===== config.mk =====
export PLATFORM = sky130hd
export DESIGN_NAME = flash_cmd_decoder
export DESIGN_NICKNAME = d
export VERILOG_FILES = /design/src/rtl/flash_cmd_pkg.sv /design/src/rtl/flash_cmd_match.sv /design/src/rtl/flash_cmd_seq.sv /design/src/rtl/flash_cmd_decoder.sv
export SDC_FILE = /design/constraint.sdc
export NUM_CORES = 1
export LEC_CHECK = 0
export ABC_AREA = 1
export ABC_CLOCK_PERIOD_IN_PS = 1900
export BUFFER_PORTS_ARGS = -buffer_cell sky130_fd_sc_hd__clkbuf_2
export CAP_MARGIN = 20
export CORE_MARGIN = 10
export CORE_UTILIZATION = 40
export CTS_CLUSTER_SIZE = 8
export DETAILED_ROUTE_END_ITERATION = 8
export HOLD_SLACK_MARGIN = 0.15
export MAX_ROUTING_LAYER = met4
export PLACE_DENSITY = 0.7
export SYNTH_ARGS = -nofsm -noshare
export SYNTH_HDL_FRONTEND = slang
export SYNTH_SLANG_ARGS = --single-unit
export TNS_END_PERCENT = 50

===== constraint.sdc =====
create_clock -name clk -period 1.9 [get_ports clk]
set_clock_uncertainty 0.15 [all_clocks]
set_input_delay 0.38 -clock clk [delete_from_list [all_inputs] [get_ports clk]]
set_output_delay 0.38 -clock clk [all_outputs]
set_load 0.02 [all_outputs]

===== src/rtl/flash_cmd_pkg.sv =====
package flash_cmd_pkg;

  typedef enum logic [2:0] {
    S_IDLE, S_UNL1, S_UNL2, S_PGM, S_ERS3, S_ERS4, S_ERS5
  } seq_e;

  typedef enum logic [1:0] {M_READ, M_ID, M_QUERY} mode_e;

  localparam logic [7:0] C_UNL1  = 8'hAA;
  localparam logic [7:0] C_UNL2  = 8'h55;
  localparam logic [7:0] C_PGM   = 8'hA0;
  localparam logic [7:0] C_ERS   = 8'h80;
  localparam logic [7:0] C_ID    = 8'h90;
  localparam logic [7:0] C_QRY   = 8'h98;
  localparam logic [7:0] C_CHIP  = 8'h10;
  localparam logic [7:0] C_SECT  = 8'h30;
  localparam logic [7:0] C_BLK   = 8'h50;
  localparam logic [7:0] C_EXIT  = 8'hF0;

  // classification of one write cycle
  typedef struct packed {
    logic unl1;
    logic unl2;
    logic pgm;
    logic ers;
    logic id;
    logic qry;
    logic chip;
    logic sect;
    logic blk;
    logic quit;
  } cyc_t;

  function automatic logic code_hit(input logic [7:0] lo, input logic [7:0] code);
    return lo == code;
  endfunction

endpackage


===== src/rtl/flash_cmd_match.sv =====
module flash_cmd_match
  import flash_cmd_pkg::*;
#(
  parameter int          ADDR_W = 16,
  parameter int          CMD_W  = 8,
  parameter logic [15:0] ADR_A  = 16'h5555,
  parameter logic [15:0] ADR_B  = 16'h2AAA
) (
  input  logic [ADDR_W-1:0] addr,
  input  logic [CMD_W-1:0]  code,
  output cyc_t              cyc
);
  localparam logic [ADDR_W-1:0] A_KEY = ADDR_W'(ADR_A);
  localparam logic [ADDR_W-1:0] B_KEY = ADDR_W'(ADR_B);

  logic at_a, at_b;
  logic [7:0] lo;

  always_comb begin
    at_a = (addr == A_KEY);
    at_b = (addr == B_KEY);
    lo   = 8'(code);
    cyc.unl1 = at_a & code_hit(lo, C_UNL1);
    cyc.unl2 = at_b & code_hit(lo, C_UNL2);
    cyc.pgm  = at_a & code_hit(lo, C_PGM);
    cyc.ers  = at_a & code_hit(lo, C_ERS);
    cyc.id   = at_a & code_hit(lo, C_ID);
    cyc.qry  = at_a & code_hit(lo, C_QRY);
    cyc.chip = at_a & code_hit(lo, C_CHIP);
    cyc.sect = code_hit(lo, C_SECT);
    cyc.blk  = code_hit(lo, C_BLK);
    cyc.quit = code_hit(lo, C_EXIT);
  end
endmodule


===== src/rtl/flash_cmd_seq.sv =====
module flash_cmd_seq
  import flash_cmd_pkg::*;
#(
  parameter int ADDR_W = 16,
  parameter int DATA_W = 16
) (
  input  logic              clk,
  input  logic              rst_n,
  input  logic              fire,
  input  cyc_t              cyc,
  input  logic [ADDR_W-1:0] addr,
  input  logic [DATA_W-1:0] data,
  output logic              pgm_stb,
  output logic [ADDR_W-1:0] pgm_addr,
  output logic [DATA_W-1:0] pgm_data,
  output logic              sect_stb,
  output logic              blk_stb,
  output logic              chip_stb,
  output logic [ADDR_W-1:0] ers_addr,
  output mode_e             mode
);
  seq_e  state, state_n;
  mode_e mode_n;
  logic  do_pgm, do_sect, do_blk, do_chip;

  always_comb begin
    state_n = state;
    mode_n  = mode;
    do_pgm  = 1'b0;
    do_sect = 1'b0;
    do_blk  = 1'b0;
    do_chip = 1'b0;
    if (fire) begin
      if (mode != M_READ) begin
        state_n = S_IDLE;
        if (cyc.quit) mode_n = M_READ;
      end else begin
        unique case (state)
          S_IDLE: state_n = cyc.unl1 ? S_UNL1 : S_IDLE;
          S_UNL1: state_n = cyc.unl2 ? S_UNL2 : S_IDLE;
          S_UNL2: begin
            state_n = S_IDLE;
            if (cyc.pgm)      state_n = S_PGM;
            else if (cyc.ers) state_n = S_ERS3;
            else if (cyc.id)  mode_n  = M_ID;
            else if (cyc.qry) mode_n  = M_QUERY;
          end
          S_PGM: begin
            do_pgm  = 1'b1;
            state_n = S_IDLE;
          end
          S_ERS3: state_n = cyc.unl1 ? S_ERS4 : S_IDLE;
          S_ERS4: state_n = cyc.unl2 ? S_ERS5 : S_IDLE;
          S_ERS5: begin
            do_chip = cyc.chip;
            do_sect = cyc.sect;
            do_blk  = cyc.blk;
            state_n = S_IDLE;
          end
          default: state_n = S_IDLE;
        endcase
      end
    end
  end

  always_ff @(posedge clk or negedge rst_n) begin
    if (!rst_n) begin
      state    <= S_IDLE;
      mode     <= M_READ;
      pgm_stb  <= 1'b0;
      sect_stb <= 1'b0;
      blk_stb  <= 1'b0;
      chip_stb <= 1'b0;
      pgm_addr <= '0;
      pgm_data <= '0;
      ers_addr <= '0;
    end else begin
      state    <= state_n;
      mode     <= mode_n;
      pgm_stb  <= do_pgm;
      sect_stb <= do_sect;
      blk_stb  <= do_blk;
      chip_stb <= do_chip;
      if (do_pgm) begin
        pgm_addr <= addr;
        pgm_data <= data;
      end
      if (do_sect | do_blk | do_chip) ers_addr <= addr;
    end
  end
endmodule


===== src/rtl/flash_cmd_decoder.sv =====
module flash_cmd_decoder
  import flash_cmd_pkg::*;
#(
  parameter int ADDR_W = 16,
  parameter int DATA_W = 16,
  parameter int CMD_W  = 8
) (
  input  logic              clk,
  input  logic              rst_n,
  input  logic              wr_en,
  input  logic [ADDR_W-1:0] wr_addr,
  input  logic [DATA_W-1:0] wr_data,
  input  logic              busy_i,
  output logic              pgm_stb,
  output logic [ADDR_W-1:0] pgm_addr,
  output logic [DATA_W-1:0] pgm_data,
  output logic              ers_sector_stb,
  output logic              ers_block_stb,
  output logic              ers_chip_stb,
  output logic [ADDR_W-1:0] ers_addr,
  output logic              id_mode,
  output logic              query_mode
);
  cyc_t  cyc;
  mode_e mode;
  logic  wr_accept;

  assign wr_accept = wr_en & ~busy_i;

  flash_cmd_match #(.ADDR_W(ADDR_W), .CMD_W(CMD_W)) u_match (
    .addr (wr_addr),
    .code (wr_data[CMD_W-1:0]),
    .cyc  (cyc)
  );

  flash_cmd_seq #(.ADDR_W(ADDR_W), .DATA_W(DATA_W)) u_seq (
    .clk      (clk),
    .rst_n    (rst_n),
    .fire     (wr_accept),
    .cyc      (cyc),
    .addr     (wr_addr),
    .data     (wr_data),
    .pgm_stb  (pgm_stb),
    .pgm_addr (pgm_addr),
    .pgm_data (pgm_data),
    .sect_stb (ers_sector_stb),
    .blk_stb  (ers_block_stb),
    .chip_stb (ers_chip_stb),
    .ers_addr (ers_addr),
    .mode     (mode)
  );

  assign id_mode    = (mode == M_ID);
  assign query_mode = (mode == M_QUERY);
endmodule


==> summary.md <==
| Metric | Value |
|---|---|
| Final worst path period share | `0.921` |
| Routed len/inst | `14.0 um` |
| Post-Synthesis Cells | `332` |
| CP Capture Type | `flip-flop` |
| Chip width | `102 um` |
| DR iter-0 viols | `89` |
| Fraction of layout cells with a size suffix above 1 | `0.312` |
| DRT antenna net count | `0` |
| Die ar. | `10400 sq um` |
| ANT cells | `0` |
| Most common cell in the synthesized netlist | `nand2_1` |
| Dominant cells by area after synthesis | `dfrtp_1, nand2_1, inv_1` |
| Final core utilization | `0.547` |
| Clock latency on the worst-skew pair | `0.32 ns` |
| WHS | `0.177 ns` |
| Number of flops mapped to enable cells by yosys | `0` |
| Max Freq | `571 MHz` |
| Unique masters post-synth | `24` |
| Initial Utilization | `0.417` |
| I/O Buffers | `89` |
| Max-slew violations | `0` |
| Antenna violations before repair | `0` |
| Worst Path Max Fanout | `32` |
| Yosys top cell by area | `dfrtp_1` |
| Leak pwr | `2.01 nW` |
| CTS buffer count | `9` |
| Overflow after GRT | `0` |
| H-tree depth | `3` |
| Post-Route WL | `7.28 mm` |
| Flip-flop and latch count after synthesis | `57` |
| Sequential cell area fraction in the yosys report | `0.530` |
| WS Path Type | `flip-flop to flip-flop` |
| Reg clk slew, reported paths | `0.06 ns` |
| RSZ-0062 raised after global routing | `false` |
| Core area | `6460 sq um` |
| Pwr Total | `2.49 mW` |
| Global-route wire length before repair | `11.9 mm` |
| Placer Congestion | `0.967` |
| Overall global routing resource usage | `0.151` |
| Syn_nets | `368` |
| Pwr dens | `703 nW/um^2` |
| Final count of hold timing violations | `0` |
| Slew headroom | `0.720` |
| Synth Flop Type | `dfrtp_1` |
| Ports | `90` |
| Root buf cell | `clkbuf_8` |
| Drt pass-1 iters | `4` |
| Post-CTS sizing | `0` |
| Pin count of the biggest net entering global routing | `58` |
| Status | `finished, final reports clean` |
| Post-synth ARST share | `1.00` |
| CP required | `1.96 ns` |
| HP Class | `input pin to flip-flop` |
| Slowest Stage Delay on Critical Path | `0.43 ns` |
| DRC viols | `0` |
| DP Area | `3250 sq um` |
| VDD IR-drop max | `402 uV` |
| Synthesis-to-layout area growth | `31.2%` |
| Yosys top cell area share | `0.530` |
| Slowest cell on crit path | `dfrtp_1` |
| Via density | `4.74` |
| Minimum clock period | `1.75 ns` |
| Die Y | `102 um` |
| Fin nets | `474` |
| Yosys warns | `0` |
| Rows | `29` |
| Post-Route Setup TNS | `0 ns` |
| Worst Setup Start Kind | `flip-flop` |
| Final Setup Violations | `0` |
| Design Area, Final | `3530 sq um` |
| Clk buf depth | `2` |
| Synthesized area per cell | `8.11 sq um` |
| CP dominant cell by count | `nand2_1` |
| Max_cap viols | `0` |
| Worst Tran Pin Value | `0.419 ns` |
| Top cells by count, synth | `nand2_1, dfrtp_1, inv_1` |
| Number of global-route vias before repair | `2556` |
| DP Wirelength | `5.65 mm` |
| Crit-path cells | `nor2_4 -> nand2_1 -> nor2_1 -> nand3_1 -> and2_4 -> nand2_1 -> o21ai_2` |
| Num Clock Sinks | `57` |
| Synthesized area | `2690 sq um` |
| Crit path DAT | `1.81 ns` |
| CTS tree | `built` |
| Via count | `2461` |
path summary, 6_finish.rpt:
kind / start / endpoint / slack, ns / cells after the start
max: u_seq.mode[1]$_DFFE_PN0P_ / u_seq.ers_addr[12]$_DFFE_PN0P_ / 0.15 / 7
min: wr_data[2] / u_seq.pgm_data[2]$_DFFE_PN0P_ / 0.18 / 3
max reg2reg: u_seq.mode[1]$_DFFE_PN0P_ / u_seq.ers_addr[12]$_DFFE_PN0P_ / 0.15 / 7
min reg2reg: u_seq.pgm_addr[4]$_DFFE_PN0P_ / u_seq.pgm_addr[4]$_DFFE_PN0P_ / 0.33 / 2
max in group asynchronous: rst_n / u_seq.pgm_data[7]$_DFFE_PN0P_ / 0.89 / 3
min in group asynchronous: rst_n / u_seq.pgm_addr[8]$_DFFE_PN0P_ / 0.43 / 3
critical path, delay by kind of cell, from the launching register on:
kind             cells  cell delay (ns)
AND/OR/NAND/NOR      6             0.97
flip-flops           1             0.43
AO/OA/AOI/OAI        1             0.06
cell families after synthesis:
logic type	count (synthesis)	synth area share
DFF	57	0.530
buffers and inverters	53	0.0841
AOI/OAI and AO/OA	45	0.107
and+or+nand+nor	177	0.279
cell type report:
| cell class | instances | area (sq um) |
|---|---|---|
| fill | 644 | 2930 |
| sequential | 57 | 1430 |
| multi-input combinational | 222 | 1040 |
| timing repair buffer | 104 | 606 |
| inverter | 44 | 165 |
| clock buffer | 12 | 155 |
| tap | 77 | 96.3 |
| clock inverter | 3 | 40.0 |
report_power, final:
part           switching (mW)  leakage [nW]  internal (mW)
Sequential           0.000112         0.797           1.21
Combinational          0.0966          1.11         0.0592
Clock                   0.450         0.102          0.666
cell usage in the layout (no fill, tap or decap), drive strengths merged:
cell type,synthesis,routed
dlygate4sd3,0,9
clkbuf,2,101
bufinv,0,1
or2,1,1
clkinv,1,3
a21oi,1,1
nand4,8,8
dfrtp,57,57
nand3,15,15
inv,43,43
nor2,43,43
o21ai,43,43
o31ai,1,1
nor3,3,3
nor4,2,2
nand2,104,104
buf,7,6
and2,1,1
stage by stage:
stage	cells	setup WS [ns]
after floorplan	332	0.356
after global placement	495	0.114
after detailed placement	495	0.0720
after CTS	519	0.189
after global routing	519	0.0207
final	519	0.150
sequential cells by signal, summed over array words and instances, names as in the netlist:
name / cells
u_seq.chip_stb: 1
u_seq.mode: 2
u_seq.ers_addr: 16
u_seq.pgm_addr: 16
u_seq.sect_stb: 1
u_seq.pgm_stb: 1
u_seq.pgm_data: 16
u_seq.state: 3
u_seq.blk_stb: 1
timing repair:
item / in CTS / in global routing
hold buffers: 9 / 0
buffers inserted: 0 / 0
hold endpoints to repair: 65 / 0
layer usage:
metal | routed length (um) | vias up | global-route usage
met5 | 0 | - | -
met4 | 146 | 0 | 0.0759
met3 | 553 | 12 | 0.0432
met2 | 3610 | 77 | 0.248
met1 | 2970 | 1115 | 0.165
li1 | - | 1257 | -
Note: power is estimated with default switching activity, not from simulation.
